[config.mk]
export PLATFORM = sky130hd
export DESIGN_NAME = irq_chain_responder
export DESIGN_NICKNAME = d
export VERILOG_FILES = /design/src/rtl/irqc_pkg.sv /design/src/rtl/irqc_request.sv /design/src/rtl/irqc_chain.sv /design/src/rtl/irq_chain_responder.sv
export SDC_FILE = /design/constraint.sdc
export NUM_CORES = 1
export LEC_CHECK = 0
export ABC_CLOCK_PERIOD_IN_PS = 2200
export BUFFER_PORTS_ARGS = -buffer_cell sky130_fd_sc_hd__buf_2
export CORE_MARGIN = 4
export CORE_UTILIZATION = 47
export CTS_CLUSTER_SIZE = 25
export DETAILED_ROUTE_END_ITERATION = 10
export MAX_ROUTING_LAYER = met4
export PLACE_DENSITY = 0.82
export SYNTH_ARGS = -nofsm -noshare
export SYNTH_HDL_FRONTEND = slang
export SYNTH_SLANG_ARGS = --single-unit
[constraint.sdc]
create_clock -name clk -period 2.2 [get_ports clk]
set_input_delay 0.11 -clock clk [delete_from_list [all_inputs] [get_ports clk]]
set_output_delay 0.11 -clock clk [all_outputs]
set_load 0.05 [all_outputs]
[src/rtl/irqc_pkg.sv]
package irqc_pkg;
  typedef enum logic [1:0] {
    CH_IDLE   = 2'd0,
    CH_PASS   = 2'd1,
    CH_ANSWER = 2'd2,
    CH_DRAIN  = 2'd3
  } chain_st_e;
endpackage

[src/rtl/irqc_request.sv]
module irqc_request #(
  parameter int LVL_W   = 3,
  parameter int ID_W    = 8,
  parameter int NUM_LVL = 7
) (
  input  logic               clk,
  input  logic               rst_n,
  input  logic               req_stb,
  input  logic [LVL_W-1:0]   req_lvl,
  input  logic [ID_W-1:0]    req_id,
  input  logic               busy,
  input  logic               take,
  output logic               pend_o,
  output logic [LVL_W-1:0]   lvl_o,
  output logic [ID_W-1:0]    id_o,
  output logic [NUM_LVL-1:0] irq_n_o
);
  localparam logic [LVL_W-1:0] TOP_LVL = LVL_W'(NUM_LVL);

  logic             pend_q, pend_d;
  logic [LVL_W-1:0] lvl_q, lvl_d;
  logic [ID_W-1:0]  id_q, id_d;
  logic             accept;
  logic             ce;

  always_comb begin
    accept = req_stb && !pend_q && !busy &&
             (req_lvl != '0) && (req_lvl <= TOP_LVL);
    ce     = accept || take;
    pend_d = pend_q;
    lvl_d  = lvl_q;
    id_d   = id_q;
    if (take) begin
      pend_d = 1'b0;
    end else if (accept) begin
      pend_d = 1'b1;
      lvl_d  = req_lvl;
      id_d   = req_id;
    end
  end

  always_ff @(posedge clk or negedge rst_n) begin
    if (!rst_n) begin
      pend_q <= 1'b0;
      lvl_q  <= '0;
      id_q   <= '0;
    end else if (ce) begin
      pend_q <= pend_d;
      lvl_q  <= lvl_d;
      id_q   <= id_d;
    end
  end

  for (genvar g = 0; g < NUM_LVL; g++) begin : g_line
    assign irq_n_o[g] = !(pend_q && (lvl_q == LVL_W'(g + 1)));
  end

  assign pend_o = pend_q;
  assign lvl_o  = lvl_q;
  assign id_o   = id_q;

  // at most one request line low
  a_r2_single_line: assert property (@(posedge clk) disable iff (!rst_n)
    $onehot0(~irq_n_o));
  // accepted level shows on its own line
  a_r2_level_line: assert property (@(posedge clk) disable iff (!rst_n)
    accept |=> !irq_n_o[lvl_q - LVL_W'(1)]);
  // pending contents are frozen
  a_r3_hold_ctx: assert property (@(posedge clk) disable iff (!rst_n)
    (pend_q && !take) |=> ($stable(lvl_q) && $stable(id_q)));
  // taking the request releases every line
  a_r5_release: assert property (@(posedge clk) disable iff (!rst_n)
    take |=> (&irq_n_o));
endmodule

[src/rtl/irqc_chain.sv]
module irqc_chain
  import irqc_pkg::*;
#(
  parameter int LVL_W = 3
) (
  input  logic             clk,
  input  logic             rst_n,
  input  logic             iack_in_n,
  input  logic             as_n,
  input  logic             ds_n,
  input  logic [LVL_W-1:0] ack_lvl,
  input  logic             pend,
  input  logic [LVL_W-1:0] own_lvl,
  output logic             take,
  output logic             pass_o,
  output logic             answer_o
);
  chain_st_e st_q, st_d;
  logic      sel;
  logic      hit;

  always_comb begin
    sel  = !iack_in_n && !as_n;
    hit  = pend && (ack_lvl == own_lvl);
    st_d = st_q;
    take = 1'b0;
    unique case (st_q)
      CH_IDLE: begin
        if (sel) begin
          if (!hit) begin
            st_d = CH_PASS;
          end else if (!ds_n) begin
            st_d = CH_ANSWER;
            take = 1'b1;
          end
        end
      end
      CH_PASS:   if (iack_in_n) st_d = CH_IDLE;
      CH_ANSWER: if (ds_n)      st_d = CH_DRAIN;
      CH_DRAIN:  if (iack_in_n) st_d = CH_IDLE;
      default:   st_d = CH_IDLE;
    endcase
  end

  always_ff @(posedge clk or negedge rst_n) begin
    if (!rst_n) st_q <= CH_IDLE;
    else        st_q <= st_d;
  end

  assign pass_o   = (st_q == CH_PASS);
  assign answer_o = (st_q == CH_ANSWER);

  // forwarding only follows a low upstream acknowledge
  a_r4_pass_follows: assert property (@(posedge clk) disable iff (!rst_n)
    pass_o |-> $past(!iack_in_n));
  // answer held while data strobe low
  a_r6_hold: assert property (@(posedge clk) disable iff (!rst_n)
    (answer_o && !ds_n) |=> answer_o);
  // no forwarding after answering in the same acknowledge
  a_r7_drain: assert property (@(posedge clk) disable iff (!rst_n)
    ((st_q == CH_DRAIN) && !iack_in_n) |=> !pass_o);
  // no decision without address strobe
  a_r9_no_as: assert property (@(posedge clk) disable iff (!rst_n)
    ((st_q == CH_IDLE) && as_n) |=> (st_q == CH_IDLE));
endmodule

[src/rtl/irq_chain_responder.sv]
module irq_chain_responder #(
  parameter int LVL_W   = 3,
  parameter int ID_W    = 8,
  parameter int NUM_LVL = 7
) (
  input  logic               clk,
  input  logic               rst_n,
  input  logic               req_stb,
  input  logic [LVL_W-1:0]   req_lvl,
  input  logic [ID_W-1:0]    req_id,
  output logic [NUM_LVL-1:0] irq_n,
  input  logic               iack_in_n,
  output logic               iack_out_n,
  input  logic               as_n,
  input  logic               ds_n,
  input  logic [LVL_W-1:0]   ack_lvl,
  output logic [ID_W-1:0]    data_o,
  output logic               data_oe,
  output logic               dtack_n
);
  logic             pend;
  logic [LVL_W-1:0] own_lvl;
  logic [ID_W-1:0]  own_id;
  logic             take;
  logic             pass;
  logic             answer;

  irqc_request #(
    .LVL_W(LVL_W), .ID_W(ID_W), .NUM_LVL(NUM_LVL)
  ) u_req (
    .clk     (clk),
    .rst_n   (rst_n),
    .req_stb (req_stb),
    .req_lvl (req_lvl),
    .req_id  (req_id),
    .busy    (answer),
    .take    (take),
    .pend_o  (pend),
    .lvl_o   (own_lvl),
    .id_o    (own_id),
    .irq_n_o (irq_n)
  );

  irqc_chain #(
    .LVL_W(LVL_W)
  ) u_chain (
    .clk       (clk),
    .rst_n     (rst_n),
    .iack_in_n (iack_in_n),
    .as_n      (as_n),
    .ds_n      (ds_n),
    .ack_lvl   (ack_lvl),
    .pend      (pend),
    .own_lvl   (own_lvl),
    .take      (take),
    .pass_o    (pass),
    .answer_o  (answer)
  );

  assign iack_out_n = !pass;
  assign dtack_n    = !answer;
  assign data_oe    = answer;
  assign data_o     = answer ? own_id : '0;

  // never answer and forward together
  a_r8_exclusive: assert property (@(posedge clk) disable iff (!rst_n)
    !(data_oe && !iack_out_n));
  // driving the bus starts with the request line released
  a_r5_drive_released: assert property (@(posedge clk) disable iff (!rst_n)
    $rose(data_oe) |-> (&irq_n));
  // data acknowledge only comes with a driven bus
  a_r5_dtack_with_data: assert property (@(posedge clk) disable iff (!rst_n)
    !dtack_n |-> data_oe);
endmodule

==> results.json, run 1 <==
{
  "cts_tree": "yes",
  "synthArstFlopShare_pct": 100,
  "multi_input_area_sq_um": 399,
  "tightestPinTransition_ns": 0.495,
  "max_cap_violations": 0,
  "ir_drop_mv": 0.657,
  "port-buffer-count": 37,
  "cts_made_buffers": 3,
  "crit_arrival_ns": 1.47,
  "cp_max_fo": 10,
  "die_y_um": 48.5,
  "p_leak_nw": 0.503,
  "ys_ff_latch": 14,
  "status": "completed",
  "htree_levels": 1,
  "fin_area_sq_um": 1010,
  "fin_total_pwr_mw": 1.34,
  "via_per_inst": 5.24,
  "clk_path_buf_depth": 2,
  "startpoint_type": "flip-flop",
  "yosys_warnings": 0,
  "finalSetupViolations": 0,
  "cpPeakStageDelay_ns": 0.42,
  "wl_per_cell_um": 13.5,
  "n_fill_cell": 130,
  "power.density_nw_per_um2": 1330,
  "grt_overflow_total": 0,
  "die_w_um": 48.5,
  "drt_iter0_drc": 3,
  "diodes": 0,
  "relSlewSlack_pct": 66.7,
  "rsz0062_at_grt": "no",
  "syn-num-nets": 86,
  "cts_sinks": 14,
  "seq_area_sq_um": 350,
  "cts_setup_buffers": 0,
  "drt_pass1_iterations": 2,
  "clock.fmax_mhz": 635,
  "crit_type": "flip-flop to output pin",
  "met1_length_um": 686,
  "grt_pass1_wl_mm": 2.77,
  "tns_ns": 0,
  "critPathCaptureType": "output pin",
  "synth.area.top_cells": "dfrtp_1 (45%), mux2_4 (19%), and2_1 (6.5%)",
  "finish.utilization_pct": 66.4,
  "hold_class": "primary input to flip-flop",
  "netlist_area_sq_um": 772,
  "yosysTopAreaCellShare_pct": 45.4,
  "start_util_pct": 50.7,
  "core_region_area_sq_um": 1520,
  "met2_length_um": 799,
  "path_clk_slew_ns": 0.08,
  "finalCritPeriodShare_pct": 71.6,
  "routed_wirelength_mm": 1.65,
  "top_layer_used": "met4",
  "dpl-instance-area_sq_um": 966,
  "syn_avg_cell_area_sq_um": 11.7,
  "dp.final_hpwl_mm": 1.31,
  "cts-root-buf": "clkbuf_4",
  "synth.most_common_cell": "dfrtp_1",
  "final_max_slew_viol_count": 0,
  "postSynthCellCount": 66,
  "crit_slowest_cell": "dfrtp_1",
  "crit_required_ns": 2.09,
  "clk_latency_ns": 0.28,
  "final_cells": 122,
  "seq_area_frac_synth_pct": 45.4,
  "drc_errors": 0,
  "place_congestion": 0.635,
  "cp_top_family": "buffers and inverters",
  "fin_skew_ns": 0.00316,
  "synth-edff-count": 0,
  "antenna_found_initial": 0,
  "ys_types": 22,
  "ctsResizeCount": 0,
  "layout-drive-gt1-share_pct": 50.9,
  "synth_top_area_cell": "dfrtp_1",
  "die_area_sq_um": 2360,
  "track_usage_pct": 15.0,
  "row_count": 14,
  "ios": 38,
  "layout.nets": 127,
  "vias": 639,
  "syn_to_final_growth_pct": 31.1,
  "grt_pass1_vias": 657,
  "synth_ff_type": "dfrtp_1",
  "wl_met3_um": 140,
  "cp_cell_sequence": "nor2b_1, buf_4, and2_1, buf_2",
  "fin_crit_ns": 1.58,
  "grt_start_max_net_pins": 15,
  "antenna_left": 0,
  "dp_cells": 117,
  "yosys-top-cells-count": "dfrtp_1 (14), mux2_4 (10), and2_1 (8)",
  "hold_viol": 0,
  "cp_num_buf_inv": 2
}
per-layer routing:
layer	GRT usage, %	vias to the layer above
met2	24.6	28
li1	-	311
met3	3.37	2
met4	6.73	0
met5	-	-
met1	17.4	298
cell usage in the layout, fill, tap and decap left out, types with 2 or more instances in the layout:
cell	instances
a31oi_1	2
clkbuf_4	3
nor2b_1	5
dfrtp_1	14
nand2b_1	2
nor4_1	2
nand3_1	4
buf_2	37
nand2_1	3
and2_1	8
xor2_1	3
mux2_4	10
state kept, by name, indices dropped and copies added (netlist names):
name          cells
u_req.id_o        8
u_req.pend_o      1
u_chain.st_q      2
u_req.lvl_o       3
stage by stage:
| step | worst slack [ns] | hold WS [ns] |
|---|---|---|
| final | 0.624 | 0.0308 |
| after global routing | 0.577 | 0.0306 |
| after CTS | 0.617 | 0.0239 |
| after detailed placement | 0.651 | 0.0228 |
| after global placement | 0.702 | 0.0174 |
| after floorplan | 0.430 | -0.186 |
path summary, 6_finish.rpt:
path                                        startpoint                          end  slack [ns]  cells past startpoint
max                        u_chain.st_q[0]$_DFFE_PN0P_                    data_o[6]        0.62                      4
min                                               as_n  u_chain.st_q[0]$_DFFE_PN0P_        0.03                      2
max reg2reg                u_chain.st_q[1]$_DFFE_PN0P_    u_req.id_o[3]$_DFFE_PN0P_        0.64                      4
min reg2reg                  u_req.id_o[1]$_DFFE_PN0P_    u_req.id_o[1]$_DFFE_PN0P_        0.52                      1
max in group asynchronous                        rst_n    u_req.id_o[6]$_DFFE_PN0P_        1.73                      2
min in group asynchronous                        rst_n    u_req.id_o[3]$_DFFE_PN0P_        0.24                      2
timing repair:
action | in CTS | in global routing
endpoints found under the setup margin | 0 | 0
endpoints found under the hold margin | 14 | 0
hold buffers | 1 | 0
cells by family (layout without fill, tap and decap cells):
group                     after synthesis  in the layout  share of synthesized area, %
AOI/OAI and AO/OA                       5              5                          4.54
xor gates and xnor gates                3              3                          3.40
buffers and inverters                   4             44                          2.92
DFF                                    14             14                          45.4
muxes                                  11             11                          20.9
and+or+nand+nor                        29             29                          22.9
layout make-up:
type                       count  share of cell area, %
multi-input combinational     48                   39.4
sequential                    14                   34.6
timing repair buffer          39                   20.0
clock buffer                   4                   3.58
tap                           16                   1.98
inverter                       1                  0.371
power breakdown:
part	total [mW]	leakage, nW	internal, mW	switching, mW
sequential	0.484	0.169	0.373	0.110
combinational	0.675	0.313	0.269	0.406
clock	0.184	0.0210	0.101	0.0836
(Power assumes the default switching activity.)
==> run 2: changes to the inputs <==
--- a/config.mk
+++ b/config.mk
@@ -5,14 +5,15 @@
 export SDC_FILE = /design/constraint.sdc
 export NUM_CORES = 1
 export LEC_CHECK = 0
-export ABC_CLOCK_PERIOD_IN_PS = 2200
+export ABC_AREA = 1
+export ABC_CLOCK_PERIOD_IN_PS = 1470
 export BUFFER_PORTS_ARGS = -buffer_cell sky130_fd_sc_hd__buf_2
 export CORE_MARGIN = 4
-export CORE_UTILIZATION = 47
+export CORE_UTILIZATION = 45
 export CTS_CLUSTER_SIZE = 25
 export DETAILED_ROUTE_END_ITERATION = 10
 export MAX_ROUTING_LAYER = met4
-export PLACE_DENSITY = 0.82
+export PLACE_DENSITY = 0.78
 export SYNTH_ARGS = -nofsm -noshare
 export SYNTH_HDL_FRONTEND = slang
 export SYNTH_SLANG_ARGS = --single-unit
==> constraint.sdc (replaced) <==
create_clock -name clk -period 1.47 [get_ports clk]
set_input_delay 0.0735 -clock clk [delete_from_list [all_inputs] [get_ports clk]]
set_output_delay 0.0735 -clock clk [all_outputs]
set_load 0.05 [all_outputs]
==> results.json, run 2 <==
{
  "pre_cts_ws_ns": 0.181,
  "crit_type": "flip-flop to output pin",
  "cpPeakStageDelay_ns": 0.38,
  "antenna_found_initial": 0,
  "internal_power_mw": 1.04,
  "layout-drive-gt1-share_pct": 30.8,
  "syn_avg_cell_area_sq_um": 6.76,
  "startpoint_type": "flip-flop",
  "status": "completed",
  "die_y_um": 50.4,
  "layout_commonest_cell": "buf_2",
  "rsz0062_at_grt": "no",
  "grt_pass1_vias": 751,
  "cts_sinks": 14,
  "drt_iter0_drc": 8,
  "hold_class": "primary input to flip-flop",
  "die_area_sq_um": 2540,
  "finish.utilization_pct": 63.0,
  "cts_tree": "yes",
  "dp_cells": 179,
  "yosys_warnings": 0,
  "routed_wirelength_mm": 1.64,
  "synth.most_common_cell": "nand2_1",
  "drt_pass1_iterations": 4,
  "antenna_left": 0,
  "ios": 38,
  "netlist_area_sq_um": 811,
  "dpl-instance-area_sq_um": 1010,
  "critPathCaptureType": "output pin",
  "final_cells": 184,
  "fin_skew_ns": 0.00976,
  "cts-root-buf": "clkbuf_4",
  "port-buffer-count": 37,
  "swShare_pct": 52.4,
  "diodes": 0,
  "power_frac_comb_pct": 57.8,
  "final_cell_mix": "buf_2 (32), nand2_1 (30), nor2_1 (23), inv_1 (22), dfrtp_1 (14)",
  "yosys-top-cells-count": "nand2_1 (30), nor2_1 (23), inv_1 (22)",
  "drc_errors": 0,
  "yosysTopAreaCellShare_pct": 43.2,
  "p_leak_nw": 0.653,
  "power.density_nw_per_um2": 2020,
  "postSynthCellCount": 120,
  "track_usage_pct": 15.5,
  "start_util_pct": 47.5,
  "finalSetupViolations": 0,
  "grt_overflow_total": 0,
  "crit_arrival_ns": 1.27,
  "vias": 807,
  "htree_levels": 1,
  "relSlewSlack_pct": 79.8,
  "seq_power_share_pct": 29.8,
  "cts_made_buffers": 3,
  "die_w_um": 50.4,
  "clock.fmax_mhz": 747,
  "clk_latency_ns": 0.28,
  "setup_ws_ns": 0.131,
  "synth-edff-count": 0,
  "cp_cell_sequence": "inv_1, nand2_4, nor2_1, buf_2",
  "layout.nets": 180,
  "ys_ff_latch": 14,
  "grt_pass1_wl_mm": 3.04,
  "clkPwrFrac_pct": 12.4,
  "seq_area_frac_synth_pct": 43.2,
  "fin_crit_ns": 1.34,
  "cp_max_fo": 14,
  "via_per_inst": 4.39,
  "tightestPinTransition_ns": 0.303,
  "synth_top_area_cell": "dfrtp_1",
  "row_count": 15,
  "synth.area.top_cells": "dfrtp_1 (43%), nand2_1 (14%), nor2_1 (11%)",
  "dp.final_hpwl_mm": 1.37,
  "ys_types": 15,
  "fin_total_pwr_mw": 2.18,
  "max_cap_violations": 0,
  "wl_per_cell_um": 8.90,
  "final_max_slew_viol_count": 0,
  "path_clk_slew_ns": 0.09,
  "crit_slowest_cell": "dfrtp_1",
  "hold_viol": 0,
  "finalCritPeriodShare_pct": 91.1,
  "core_region_area_sq_um": 1710,
  "syn_to_final_growth_pct": 32.7,
  "fin_area_sq_um": 1080,
  "synthArstFlopShare_pct": 100,
  "ir_drop_mv": 1.05,
  "crit_required_ns": 1.40,
  "place_congestion": 0.709,
  "cts_setup_buffers": 0,
  "clk_path_buf_depth": 2,
  "syn-num-nets": 140,
  "grt_start_max_net_pins": 24,
  "p_sw_mw": 1.14,
  "largest_register_ff_count": 8,
  "synth_ff_type": "dfrtp_1"
}
## run 2: per-layer routing
metal  global-route usage, %  vias to the layer above  routed length (um)
met5                       -                        -                   0
met4                    4.04                        0                  10
met3                    4.15                        2                  88
met2                    24.8                       20                 795
met1                    19.5                      352                 743
li1                        -                      433                   -
## run 2: area by class of cell
class	count	area, sq um
fillers	162	632
repair buffers	38	208
inverters	25	93.8
well taps	25	31.3
clock buffers	4	36.3
multi-input cells	78	357
flip-flops and latches	14	350
## run 2: timing repair
action / CTS / global route
setup endpoints to repair: 0 / 8
hold endpoints to repair: 14 / 0
hold buffers: 1 / 0
resized for setup: 0 / 6
## run 2: metrics by stage
step                setup TNS, ns  hold WS (ns)
finish                          0        0.0441
CTS                             0        0.0365
detailed placement              0       -0.0165
global route                    0        0.0314
floorplan                  -0.591        -0.222
global placement                0       -0.0195
## run 2: path summary, 6_finish.rpt
kind,startpoint,to,slack (ns),depth (start not counted)
worst max-delay path,u_chain.st_q[0]$_DFFE_PN0P_,data_o[7],0.13,4
worst min-delay path,req_id[1],u_req.id_o[1]$_DFFE_PN0P_,0.04,3
worst max register to register,u_chain.st_q[1]$_DFFE_PN0P_,u_req.id_o[5]$_DFFE_PN0P_,0.26,4
worst min register to register,u_req.id_o[7]$_DFFE_PN0P_,u_req.id_o[7]$_DFFE_PN0P_,0.52,2
max in group asynchronous,rst_n,u_chain.st_q[1]$_DFFE_PN0P_,1.01,2
min in group asynchronous,rst_n,u_req.id_o[0]$_DFFE_PN0P_,0.22,2
## run 2: cell families after synthesis
family	after synthesis	share of synthesized area [%]
simple gates	65	35.3
compound gates	13	8.02
buf+inv	28	13.4
flops	14	43.2
## run 2: worst max-delay path: cells and delay by family (launching register included)
family	cells	cell delay, ns
flops	1	0.38
buf+inv	2	0.39
simple gates	2	0.23
## run 2: power groups by stage
stage	Clock (mW)	Sequential (mW)	Combinational [mW]
after floorplan	0	0.634	1.01
after global placement	0	0.649	1.22
after detailed placement	0	0.654	1.25
after CTS	0.283	0.647	1.25
after global routing	0.303	0.675	1.39
final	0.270	0.649	1.26
==> run 3: changes to the inputs <==
--- a/config.mk
+++ b/config.mk
@@ -5,15 +5,14 @@
 export SDC_FILE = /design/constraint.sdc
 export NUM_CORES = 1
 export LEC_CHECK = 0
-export ABC_AREA = 1
 export ABC_CLOCK_PERIOD_IN_PS = 1470
 export BUFFER_PORTS_ARGS = -buffer_cell sky130_fd_sc_hd__buf_2
 export CORE_MARGIN = 4
-export CORE_UTILIZATION = 45
+export CORE_UTILIZATION = 44
 export CTS_CLUSTER_SIZE = 25
 export DETAILED_ROUTE_END_ITERATION = 10
 export MAX_ROUTING_LAYER = met4
-export PLACE_DENSITY = 0.78
+export PLACE_DENSITY = 0.77
 export SYNTH_ARGS = -nofsm -noshare
 export SYNTH_HDL_FRONTEND = slang
 export SYNTH_SLANG_ARGS = --single-unit
==> results.json, run 3 (synthesized netlist as in run 1, its figures left out) <==
{
  "p_leak_nw": 0.569,
  "ir_drop_mv": 0.948,
  "crit_type": "flip-flop to output pin",
  "seq_area_sq_um": 350,
  "clkPwrFrac_pct": 12.5,
  "die_y_um": 49.9,
  "drt_pass1_iterations": 4,
  "diodes": 0,
  "cts-root-buf": "clkbuf_4",
  "drc_errors": 0,
  "die_area_sq_um": 2490,
  "dp.final_hpwl_mm": 1.46,
  "cts_sinks": 14,
  "grt_pass1_wl_mm": 3.02,
  "dpl-instance-area_sq_um": 1040,
  "antenna_found_initial": 0,
  "r2r_start": "u_chain.st_q[1]$_DFFE_PN0P_",
  "finalCritPeriodShare_pct": 97.2,
  "hold_class": "primary input to flip-flop",
  "critPathCaptureType": "output pin",
  "layout.nets": 136,
  "clk_latency_ns": 0.27,
  "reg2reg_depth": 5,
  "power_frac_comb_pct": 57.2,
  "syn_to_final_growth_pct": 51.7,
  "grt_overflow_total": 0,
  "final_max_slew_viol_count": 0,
  "antenna_left": 0,
  "crit_arrival_ns": 1.36,
  "hold_depth": 2,
  "cp_max_fo": 10,
  "place_congestion": 0.739,
  "layout_commonest_cell": "buf_2",
  "grt_pass1_vias": 692,
  "vias": 661,
  "startpoint_type": "flip-flop",
  "via_per_inst": 5.05,
  "final_cells": 131,
  "layout-drive-gt1-share_pct": 63.5,
  "track_usage_pct": 16.1,
  "p_sw_mw": 0.952,
  "routed_wirelength_mm": 1.91,
  "core_region_area_sq_um": 1580,
  "multi_input_area_sq_um": 419,
  "final_cell_mix": "buf_2 (27), dfrtp_1 (14), mux2_4 (10), buf_4 (9), and2_2 (8)",
  "cts_made_buffers": 3,
  "internal_power_mw": 1.26,
  "largest_register_ff_count": 8,
  "drt_iter0_drc": 2,
  "seq_power_share_pct": 30.3,
  "reg2reg_to": "u_req.lvl_o[2]$_DFFE_PN0P_",
  "worstHoldStart": "iack_in_n",
  "start_util_pct": 49.0,
  "die_w_um": 49.9,
  "tightestPinTransition_ns": 0.339,
  "finalSetupViolations": 0,
  "clock.fmax_mhz": 700,
  "path_clk_slew_ns": 0.09,
  "n_fill_cell": 110,
  "crit_required_ns": 1.40,
  "fin_crit_ns": 1.43,
  "pre_cts_ws_ns": 0.0224,
  "setup_ws_ns": 0.0412,
  "ios": 38,
  "htree_levels": 1,
  "grt_start_max_net_pins": 15,
  "cts_tree": "yes",
  "clk_path_buf_depth": 2,
  "regToRegSetupSlack_ns": 0.05,
  "swShare_pct": 43.1,
  "whs_endpoint": "u_chain.st_q[0]$_DFFE_PN0P_",
  "wl_per_cell_um": 14.6,
  "status": "completed",
  "finish.utilization_pct": 74.3,
  "relSlewSlack_pct": 77.2,
  "fin_skew_ns": 0.00115,
  "power.density_nw_per_um2": 1890,
  "fin_area_sq_um": 1170,
  "max_cap_violations": 0,
  "dp_cells": 124,
  "port-buffer-count": 37,
  "hold_viol": 0,
  "row_count": 14
}
==> run 3: cell types whose count changed in the layout (fill, tap and decap cells not counted), sizes merged, moves of 7 or more <==
| cell | before | now |
|---|---|---|
| inv | 25 | 1 |
| and2 | 0 | 8 |
| buf | 32 | 44 |
| mux2 | 0 | 11 |
| nand2 | 32 | 3 |
| nor2 | 25 | 1 |
| a21oi | 8 | 1 |
==> run 3: layout make-up <==
class | instances | share of cell area (%)
clock buffers | 4 | 3.10
inverters | 1 | 0.748
well taps | 16 | 1.71
multi-input cells | 48 | 35.8
repair buffers | 48 | 28.7
flip-flops and latches | 14 | 29.9
==> run 3: routing by layer <==
layer / part of all wire (%) / GRT usage, % / vias up
met5: 0 / - / -
met4: 1.0 / 6.45 / 0
met2: 56 / 29.1 / 15
met1: 39 / 17.5 / 310
li1: - / - / 334
met3: 3.4 / 2.41 / 2
==> run 3: worst max path at each step <==
| stage | startpoint | to |
|---|---|---|
| 2_1_floorplan | u_chain.st_q[1]$_DFFE_PN0P_ | u_req.id_o[0]$_DFFE_PN0P_ |
| 4_1_cts | u_chain.st_q[0]$_DFFE_PN0P_ | data_o[7] |
| 6_report | u_chain.st_q[0]$_DFFE_PN0P_ | data_o[0] |
| 3_3_place_gp | u_chain.st_q[1]$_DFFE_PN0P_ | u_req.id_o[3]$_DFFE_PN0P_ |
| 3_5_place_dp | u_chain.st_q[1]$_DFFE_PN0P_ | u_req.id_o[3]$_DFFE_PN0P_ |
| 5_1_grt | u_chain.st_q[0]$_DFFE_PN0P_ | data_o[0] |
==> run 3: stage by stage <==
stage	hold WS, ns	total power, mW	TNS (ns)
final	0.0167	2.21	0
after global routing	0.00377	2.33	-0.0541
after CTS	0.0106	2.19	0
after detailed placement	-0.00474	1.89	0
after global placement	-0.0230	1.85	0
after floorplan	-0.222	1.54	0
==> run 3: power by group through the flow <==
stage,Clock [mW],Sequential (mW),Combinational (mW)
after floorplan,0,0.681,0.856
after global placement,0,0.664,1.18
after detailed placement,0,0.673,1.21
after CTS,0.286,0.666,1.23
after global routing,0.310,0.686,1.34
final,0.276,0.670,1.26
==> run 3: what timing repair did <==
| action | 4_1_cts | 5_1_grt |
|---|---|---|
| resized for setup | 8 | 10 |
| buffers inserted | 0 | 1 |
| endpoints found under the hold margin | 15 | 0 |
| hold buffers | 2 | 0 |
| pin swaps | 0 | 0 |
| endpoints found under the setup margin | 8 | 14 |
==> run 3: worst max-delay path, cell delays in order (launching register included) <==
cell     delay, ns
dfrtp_1       0.42
nor2b_4       0.19
buf_6         0.15
and2_2        0.13
buf_4         0.19
